`src/rtl/otmr_pkg.sv`:
```
`timescale 1ns/1ps
package otmr_pkg;
  typedef struct packed {
    logic wr_lo;
    logic wr_hi;
    logic rd_stat;
  } otmr_acc_t;
endpackage

```
`src/rtl/otmr_decode.sv`:
```
`timescale 1ns/1ps
module otmr_decode
  import otmr_pkg::*;
#(
  parameter int          ADDR_W    = 16,
  parameter logic [15:0] LO_ADDR   = 16'h4020,
  parameter logic [15:0] HI_ADDR   = 16'h4021,
  parameter logic [15:0] STAT_ADDR = 16'h4030
) (
  input  logic              clk_i,
  input  logic              rst_ni,
  input  logic              wr_en_i,
  input  logic [ADDR_W-1:0] wr_addr_i,
  input  logic              rd_en_i,
  input  logic [ADDR_W-1:0] rd_addr_i,
  output otmr_acc_t         acc_o
);
  localparam logic [ADDR_W-1:0] LoA = ADDR_W'(LO_ADDR);
  localparam logic [ADDR_W-1:0] HiA = ADDR_W'(HI_ADDR);
  localparam logic [ADDR_W-1:0] StA = ADDR_W'(STAT_ADDR);

  always_comb begin
    acc_o.wr_lo   = wr_en_i && (wr_addr_i == LoA);
    acc_o.wr_hi   = wr_en_i && (wr_addr_i == HiA);
    acc_o.rd_stat = rd_en_i && (rd_addr_i == StA);
  end


  wr_excl_chk: assert property (@(posedge clk_i) disable iff (!rst_ni)
    $onehot0({acc_o.wr_lo, acc_o.wr_hi}));
endmodule

```
`src/rtl/otmr_counter.sv`:
```
`timescale 1ns/1ps
module otmr_counter #(
  parameter int DATA_W = 8,
  parameter int CNT_W  = 2 * DATA_W
) (
  input  logic              clk_i,
  input  logic              rst_ni,
  input  logic              ld_i,
  input  logic [CNT_W-1:0]  ld_val_i,
  input  logic              tick_i,
  output logic              fire_o
);
  logic [CNT_W-1:0] cnt_q, cnt_dec;
  logic             en_q;
  logic             step;

  assign step    = tick_i && en_q && !ld_i;  // load wins over a tick
  assign cnt_dec = cnt_q - CNT_W'(1);
  assign fire_o  = step && (cnt_dec == '0);

  always_ff @(posedge clk_i or negedge rst_ni) begin
    if (!rst_ni) begin
      cnt_q <= '0;
      en_q  <= 1'b0;
    end else if (ld_i) begin
      cnt_q <= ld_val_i;
      en_q  <= 1'b1;
    end else if (step) begin
      cnt_q <= cnt_dec;
      if (fire_o) en_q <= 1'b0;
    end
  end


  load_chk: assert property (@(posedge clk_i) disable iff (!rst_ni)
    ld_i |=> en_q && (cnt_q == $past(ld_val_i)));

  disarm_chk: assert property (@(posedge clk_i) disable iff (!rst_ni)
    $fell(en_q) |-> $past(fire_o));

  hold_chk: assert property (@(posedge clk_i) disable iff (!rst_ni)
    (!ld_i && !(tick_i && en_q)) |=> $stable(cnt_q));
endmodule

```
`src/rtl/otmr_flag.sv`:
```
`timescale 1ns/1ps
module otmr_flag #(
  parameter int DATA_W = 8
) (
  input  logic              clk_i,
  input  logic              rst_ni,
  input  logic              set_i,
  input  logic              clr_i,
  input  logic              rd_sel_i,
  input  logic [DATA_W-1:0] open_bus_i,
  output logic [DATA_W-1:0] rd_data_o,
  output logic              pend_o
);
  logic pend_q;

  always_ff @(posedge clk_i or negedge rst_ni) begin
    if (!rst_ni)     pend_q <= 1'b0;
    else if (clr_i)  pend_q <= 1'b0;  // clear beats set
    else if (set_i)  pend_q <= 1'b1;
  end

  always_comb begin
    rd_data_o = open_bus_i;
    if (rd_sel_i) rd_data_o[0] = pend_q;
  end

  assign pend_o = pend_q;




  clr_wins_chk: assert property (@(posedge clk_i) disable iff (!rst_ni)
    clr_i |=> !pend_q);

  rise_src_chk: assert property (@(posedge clk_i) disable iff (!rst_ni)
    $rose(pend_q) |-> $past(set_i));
endmodule

```
`src/rtl/otmr_timer.sv`:
```
`timescale 1ns/1ps
module otmr_timer
  import otmr_pkg::*;
#(
  parameter int          ADDR_W    = 16,
  parameter int          DATA_W    = 8,
  parameter logic [15:0] LO_ADDR   = 16'h4020,
  parameter logic [15:0] HI_ADDR   = 16'h4021,
  parameter logic [15:0] STAT_ADDR = 16'h4030
) (
  input  logic              clk_i,
  input  logic              rst_ni,
  input  logic              wr_en_i,
  input  logic [ADDR_W-1:0] wr_addr_i,
  input  logic [DATA_W-1:0] wr_data_i,
  input  logic              rd_en_i,
  input  logic [ADDR_W-1:0] rd_addr_i,
  input  logic [DATA_W-1:0] open_bus_i,
  output logic [DATA_W-1:0] rd_data_o,
  input  logic              tick_i,
  output logic              irq_o
);
  localparam int CntW = 2 * DATA_W;

  otmr_acc_t        acc;
  logic [DATA_W-1:0] low_q;
  logic              fire, pend;

  otmr_decode #(
    .ADDR_W(ADDR_W), .LO_ADDR(LO_ADDR), .HI_ADDR(HI_ADDR), .STAT_ADDR(STAT_ADDR)
  ) u_dec (
    .clk_i, .rst_ni, .wr_en_i, .wr_addr_i, .rd_en_i, .rd_addr_i, .acc_o(acc)
  );

  always_ff @(posedge clk_i or negedge rst_ni) begin
    if (!rst_ni)        low_q <= '0;
    else if (acc.wr_lo) low_q <= wr_data_i;
  end

  otmr_counter #(.DATA_W(DATA_W), .CNT_W(CntW)) u_cnt (
    .clk_i, .rst_ni,
    .ld_i    (acc.wr_hi),
    .ld_val_i({wr_data_i, low_q}),
    .tick_i,
    .fire_o  (fire)
  );

  otmr_flag #(.DATA_W(DATA_W)) u_flag (
    .clk_i, .rst_ni,
    .set_i     (fire),
    .clr_i     (acc.wr_lo || acc.wr_hi || acc.rd_stat),
    .rd_sel_i  (acc.rd_stat),
    .open_bus_i,
    .rd_data_o,
    .pend_o    (pend)
  );

  assign irq_o = pend;


  irq_known_chk: assert property (@(posedge clk_i) disable iff (!rst_ni)
    !$isunknown(irq_o));
endmodule

```
`config.mk`:
```
export PLATFORM = sky130hd
export DESIGN_NAME = otmr_timer
export DESIGN_NICKNAME = d
export VERILOG_FILES = /design/src/rtl/otmr_pkg.sv /design/src/rtl/otmr_decode.sv /design/src/rtl/otmr_counter.sv /design/src/rtl/otmr_flag.sv /design/src/rtl/otmr_timer.sv
export SDC_FILE = /design/constraint.sdc
export NUM_CORES = 1
export LEC_CHECK = 0
export BUFFER_PORTS_ARGS = -buffer_cell sky130_fd_sc_hd__buf_2
export CELL_PAD_IN_SITES_DETAIL_PLACEMENT = 1
export CELL_PAD_IN_SITES_GLOBAL_PLACEMENT = 2
export CORE_MARGIN = 2
export CORE_UTILIZATION = 30
export CTS_CLUSTER_SIZE = 14
export DETAILED_ROUTE_END_ITERATION = 6
export PLACE_DENSITY = 0.87
export SLEW_MARGIN = 20
export SYNTH_ARGS = -nofsm -noshare
export SYNTH_HDL_FRONTEND = slang
export SYNTH_SLANG_ARGS = --single-unit
```
`constraint.sdc`:
```
create_clock -name clk_i -period 4.83 [get_ports clk_i]
set_input_delay 0.966 -clock clk_i [delete_from_list [all_inputs] [get_ports clk_i]]
set_output_delay 0.966 -clock clk_i [all_outputs]
set_load 0.02 [all_outputs]
```
==> summary.md, run 1 <==
| Metric | Value |
|---|---|
| Share of layout cells above drive strength 1 | `between 30% and 40%` |
| Setup TNS | `0 ps` |
| Number of synthesized flops with an enable pin | `0` |
| Die H | `76.84 µm` |
| Max Slew Vio Count | `0` |
| Highest clock rate | `~320 MHz` |
| Hold_buf cts | `0` |
| Largest net degree at the start of global routing | `33` |
| Clk_skew | `about 1.3 ps` |
| Hold Path Origin | `low_q[2]` |
| Largest family of logic cells by synthesized area | `simple AND/OR/NAND/NOR gates` |
| Routing usage on met3 | `2.000%` |
| First-pass GRT wire length | `just under 7 mm` |
| Max-Cap Viols | `0` |
| Placeable Area | `approximately 5000 µm²` |
| Crit-path cells | `buf_2, nor4_1, nand3b_1, nor3_1, mux2_2, buf_2` |
| Antenna viol nets, final | `0` |
| CTS Sinks | `26` |
| Endpoints failing setup | `0` |
| Crit path max fanout | `2` |
| Reg2Reg Launch Point | `u_cnt.cnt_q[0]` |
| Critical path startpoint category | `input port` |
| Most frequent CP cell | `buf_2` |
| Worst slew pin tran | `between 700 and 800 ps` |
| Final worst path period need | `~3100 ps` |
| Crit path DAT | `roughly 2200 ps` |
| Complex-gate fraction of the synthesized area | `a little over a tenth` |
| CP delay by family, top | `simple AND/OR/NAND/NOR gates` |
| Syn_nets | `roughly 230` |
| R2R Setup Slk | `~2800 ps` |
| Post-synthesis mux area share | `7.075%` |
| Clock transition at path regs | `90 ps` |
| Slew margin rel. | `roughly half` |
| Max incr delay on CP | `~350 ps` |
| Critical path endpoint category | `output pin` |
| GRT busiest layer | `met2` |
| Detailed Route Iter0 Violations | `24` |
| DP Area | `around 1800 µm²` |
| Post-synth top flop | `dfrtp_1` |
| FFs w/ async S/R, synth | `between 90% and 100%` |
| Adder-cell area share of the yosys netlist | `under 10%` |
| DRT Pass-1 Iters | `4` |
| Outcome | `finished clean` |
| Resize count post-CTS | `0` |
| Hold Fails Final Rpt | `0` |
| Cell taking the most area after synthesis | `dfrtp_1` |
| Vias/cell | `roughly 5` |
| Most common cell after layout, fill and taps aside | `buf_2` |
| Most frequent cells in the layout | `buf_2 (47), nor2_1 (27), dfrtp_1 (26), a21oi_1 (17), xnor2_1 (12)` |
| Pwr per Cell Area | `between 300 and 400 nW/µm²` |
| Yosys warns | `0` |
| Worst reg2reg path depth | `6` |
| Critical Path Source | `rd_addr_i[1]` |
| Grt met1 use | `a little under a fifth` |
| Final period util | `roughly 65%` |
| # H-tree levels | `1` |
| Grt ovf | `0` |
| Worst Setup Path Type | `in2out` |
| Hold path depth | `1` |
| Clk buf depth | `2` |
| Yosys reg bits | `26` |
| Fin nets | `around 260` |
| Cells after Synth | `~170` |
| Sequential fraction of the synthesis area | `40.88%` |
| Grt met2 use | `between 20% and 30%` |
| Input/output buffers | `47` |
| Starting density of the core | `a little over 30%` |
| R2r endpoint | `u_flag.pend_o` |
| Xor/xnor share of the synthesized area | `8.255%` |
| Ant diodes | `0` |
| RSZ-0062 raised after global routing | `false` |
| Die area | `a little under 6000 µm²` |
| Yosys top cell area share | `about two fifths` |
| Peak VDD IR | `between 0.15 and 0.2 mV` |
| Avg WL per Cell | `14.13 µm` |
| Cell variety after synth | `35` |
| TritonCTS Buffers | `3` |
| Post-CTS Setup Inserts | `0` |
| HP Class | `reg2reg` |
| Post-synthesis cell area | `between 1500 and 2000 µm²` |
| Initial antenna violation count | `0` |
| Synthesis-to-finish area growth | `16.90%` |
| Root buf cell | `clkbuf_8` |
| CTS tree | `yes` |
| DIE WIDTH | `roughly 77 µm` |
| Pre-CTS setup slack | `1695 ps` |
| Clk Latency, worst-skew pair | `between 200 and 300 ps` |
| I/O pin total | `between 60 and 70` |
| Via count | `roughly 1400` |
| WL final | `3.871 mm` |
| Synth Area in Simple Gates | `between 20% and 30%` |
| Worst Hold End | `low_q[2]` |
| Buf+Inv Stages, Crit Path | `2` |
| Critical path's slowest cell | `mux2_2` |
| GRT Resource Usage Total | `14.25%` |
| DP Wirelength | `2.999 mm` |
| DRC viols | `0` |
| Required @ worst endpoint | `between 3000 and 4000 ps` |
| Vias in the first global route | `1507` |
| Leak | `0.0008044 µW` |
| Final instance area | `1861 µm²` |
| Syn_area_per_cell | `9.253 µm²` |
| Worst Slack Setup Final | `between 1500 and 2000 ps` |
| Synth top area cells | `dfrtp_1 (41%), mux2_2 (7.1%), xnor2_1 (6.6%)` |
| Routability cong. | `0.7263` |
| Site Rows | `26` |
-- worst max path at each step --
stage	slack (ps)	cells after the start	to
after floorplan	1950	4	rd_data_o[0]
after CTS	1690	6	rd_data_o[0]
after detailed placement	1690	6	rd_data_o[0]
after global routing	1570	6	rd_data_o[0]
after global placement	1690	6	rd_data_o[0]
final	1710	6	rd_data_o[0]
-- synthesized netlist by cell type, types with 2 or more instances --
cell,number
a21oi_1,17
buf_4,7
clkbuf_1,10
dfrtp_1,26
ha_1,2
inv_1,4
mux2_2,10
nand2_1,8
nand3b_1,2
nand4_1,4
nor2_1,27
nor3_1,8
nor4_1,6
nor4b_1,5
o211ai_1,2
o21a_1,2
xnor2_1,12
xor2_1,3
-- cell type report --
cell class,instances,area (µm²)
fill,627,3247
multi-input combinational,124,830.8
sequential,26,650.6
timing repair buffer,47,235.2
tap,70,87.58
clock buffer,3,41.29
inverter,4,15.01
-- flip-flops by register name, summed over array words and instances (netlist names) --
signal,flops
u_cnt.cnt_q,16
u_cnt.en_q,1
low_q,8
u_flag.pend_o,1
-- power by group --
group,switching [µW],total (µW),internal [µW]
clock,64.3,120,55.8
sequential,92.1,355,263
combinational,98.1,202,104
-- through the flow --
stage	power [µW]	util, %	hold WS, ps	instances
global placement	552.1	35.62	489.1	271
global route	730.1	36.43	546.1	274
CTS	684.3	36.43	517.9	274
detailed placement	560.1	35.62	496.5	271
floorplan	505.1	-	476.7	172
finish	676.8	36.43	513.2	274
-- routing by layer --
metal  part of all wire (%)  up-vias
met5                      0        -
met4                    1.6        0
met3                    1.7        6
met2                     50       13
met1                     46      686
li1                       -      664
-- logic make-up (layout without fill, tap and decap cells) --
family | after synthesis | in the layout
AO/OA/AOI/OAI | 27 | 27
flip-flops | 26 | 26
AND/OR/NAND/NOR | 70 | 70
XOR/XNOR | 15 | 15
multiplexers | 10 | 10
buffers and inverters | 22 | 54
adder cells (fa/ha/maj) | 2 | 2
Power figures use the tool's default switching activity.
==> inputs of run 2 (changes only) <==
CORE_UTILIZATION = 28   (was 30)
PLACE_DENSITY = 0.82   (was 0.87)
clock period = 2.9 ns   (was 4.83 ns; I/O delays follow)
==> run 2 against run 1 <==
Power increased by 72%. Critical endpoint unchanged. Final area increased by 1.3%. Highest routed layer unchanged. Sequential power increased by 67%. Critical path type unchanged.
==> summary.md, run 2 (synthesis gave the netlist of run 1 again) <==
| Metric | Value |
|---|---|
| Endpoints failing setup | `0 (unchanged)` |
| RSZ-0062 raised after global routing | `false` |
| Hold_buf cts | `0 (unchanged)` |
| CTS tree | `yes` |
| Final worst path period need | `between 2000 and 2500 ps` |
| Outcome | `finished clean` |
| Site Rows | `27 (+3.8%)` |
| DRC viols | `0 (unchanged)` |
| Leak | `0.0008171 µW (+1.6%)` |
| Routability cong. | `0.7589 (+4.5%)` |
| Clk_skew | `2.638 ps (+1.311 ps)` |
| Antenna viol nets, final | `0 (unchanged)` |
| Most common cell after layout, fill and taps aside | `buf_2` |
| Top flop regs | `u_cnt.cnt_q x16, low_q x8` |
| Clk Latency, worst-skew pair | `270 ps (about the same)` |
| Input/output buffers | `47 (unchanged)` |
| Max reg flops | `16 (unchanged)` |
| Crit path DAT | `1790 ps (-360 ps)` |
| Pwr per Cell Area | `618.3 nW/µm² (+70%)` |
| # H-tree levels | `1 (unchanged)` |
| Max-Cap Viols | `0 (unchanged)` |
| Crit path max fanout | `2 (unchanged)` |
| Clk buf depth | `2 (unchanged)` |
| I/O pin total | `62 (unchanged)` |
| TritonCTS Buffers | `3 (unchanged)` |
| Required @ worst endpoint | `2320 ps (-1540 ps)` |
| Placeable Area | `5507 µm² (+7.8%)` |
| Synthesis-to-finish area growth | `18.40%` |
| CTS Sinks | `26 (unchanged)` |
| Setup TNS | `0 ps (unchanged)` |
| DP Area | `1829 µm² (+0.55%)` |
| Final period util | `between 80 and 90%` |
| DRT Pass-1 Iters | `4 (unchanged)` |
| Vias in the first global route | `1492 (-1.0%)` |
| Slew margin rel. | `60.76% (+9.9 points)` |
| Worst slew pin tran | `588.7 ps (-145.1 ps)` |
| Grt ovf | `0 (unchanged)` |
| Peak VDD IR | `0.2505 mV (+34%)` |
| Avg WL per Cell | `13.76 µm (-2.6%)` |
| Vias/cell | `4.903 (-1.9%)` |
| Highest clock rate | `between 400 and 500 MHz` |
| Ant diodes | `0 (unchanged)` |
| GRT Resource Usage Total | `13.24% (-1.0 points)` |
| First-pass GRT wire length | `6.734 mm (-3.0%)` |
| Share of layout cells above drive strength 1 | `33.01% (+0.66 points)` |
| Initial antenna violation count | `0 (unchanged)` |
| Critical path startpoint category | `input port` |
| Fin nets | `262 (+0.38%)` |
| Most frequent cells in the layout | `buf_2 (47), nor2_1 (27), dfrtp_1 (26), a21oi_1 (17), xnor2_1 (12)` |
| Final instance area | `1884 µm² (+1.3%)` |
| Die area | `6303 µm² (+6.8%)` |
| DIE WIDTH | `79.39 µm (+3.3%)` |
| Post-CTS Setup Inserts | `0 (unchanged)` |
| Critical path endpoint category | `output pin` |
| Root buf cell | `clkbuf_8` |
| Largest net degree at the start of global routing | `33 (unchanged)` |
| Max Slew Vio Count | `0 (unchanged)` |
| Resize count post-CTS | `0 (unchanged)` |
| Worst Slack Setup Final | `526.7 ps (-1187 ps)` |
| Pre-CTS setup slack | `521.8 ps (-1173 ps)` |
| Clock transition at path regs | `90 ps (about the same)` |
| HP Class | `in2async` |
| WL final | `3.826 mm (-1.2%)` |
| Via count | `1363 (-0.44%)` |
| DP Wirelength | `2.986 mm (-0.41%)` |
| Register with the most flip-flops | `u_cnt.cnt_q` |
| Die H | `79.39 µm (+3.3%)` |
| Hold Fails Final Rpt | `0 (unchanged)` |
| Detailed Route Iter0 Violations | `49 (+100%)` |
| Starting density of the core | `28.90% (-2.3 points)` |
| Hold WS | `299.7 ps (-213.5 ps)` |
| Worst Setup Path Type | `in2out` |
| Post-layout util | `34.22% (-2.2 points)` |
[run 2: changes by cell type in the layout (fill, tap and decap cells not counted)]
cell	delta
clkbuf_8	+1
buf_4	+1
[run 2: metal layers]
metal	wire (µm)	GRT usage, %	up-vias
met2	2041	25.00	22
met4	26	2.759	0
met5	0	0	-
met3	109	1.471	4
met1	1648	16.15	671
li1	-	-	666
[run 2: layout make-up]
class	count	area, µm²
clock buffer	4	55.05
tap	72	90.09
multi-input combinational	124	830.8
inverter	4	15.01
sequential	26	650.6
timing repair buffer	48	242.7
fill	662	3622
[run 2: power by group]
group          total [µW]  leakage, µW  switching (µW)  internal [µW]
Combinational         334     0.000468             161            172
Sequential            592     0.000320             155            437
Clock                 239    0.0000288             117            121
Total                1170     0.000817             434            731
[run 2: worst paths after layout]
path | start | endpoint | slack [ps] | depth (start not counted)
worst max-delay path | rd_addr_i[1] | rd_data_o[0] | 530 | 6
worst min-delay path | rst_ni | u_cnt.cnt_q[3] | 300 | 1
worst max register to register | u_cnt.cnt_q[0] | u_flag.pend_o | 840 | 6
worst min register to register | low_q[6] | low_q[6] | 510 | 1
max in group asynchronous | rst_ni | u_cnt.cnt_q[6] | 2220 | 1
min in group clk_i | low_q[6] | low_q[6] | 510 | 1
[run 2: metrics by stage]
| step | std cells | power [µW] |
|---|---|---|
| 2_1_floorplan | 172 | 841.3 |
| 3_3_place_gp | 274 | 923.5 |
| 3_5_place_dp | 274 | 935.1 |
| 4_1_cts | 278 | 1175 |
| 5_1_grt | 278 | 1248 |
| 6_report | 278 | 1165 |
[run 2: worst max-delay path, cell delays in order]
cell and delay [ps]:
buf_2 100, nor4_1 270, nand3b_1 140, nor3_1 200
mux2_2 350, buf_2 160
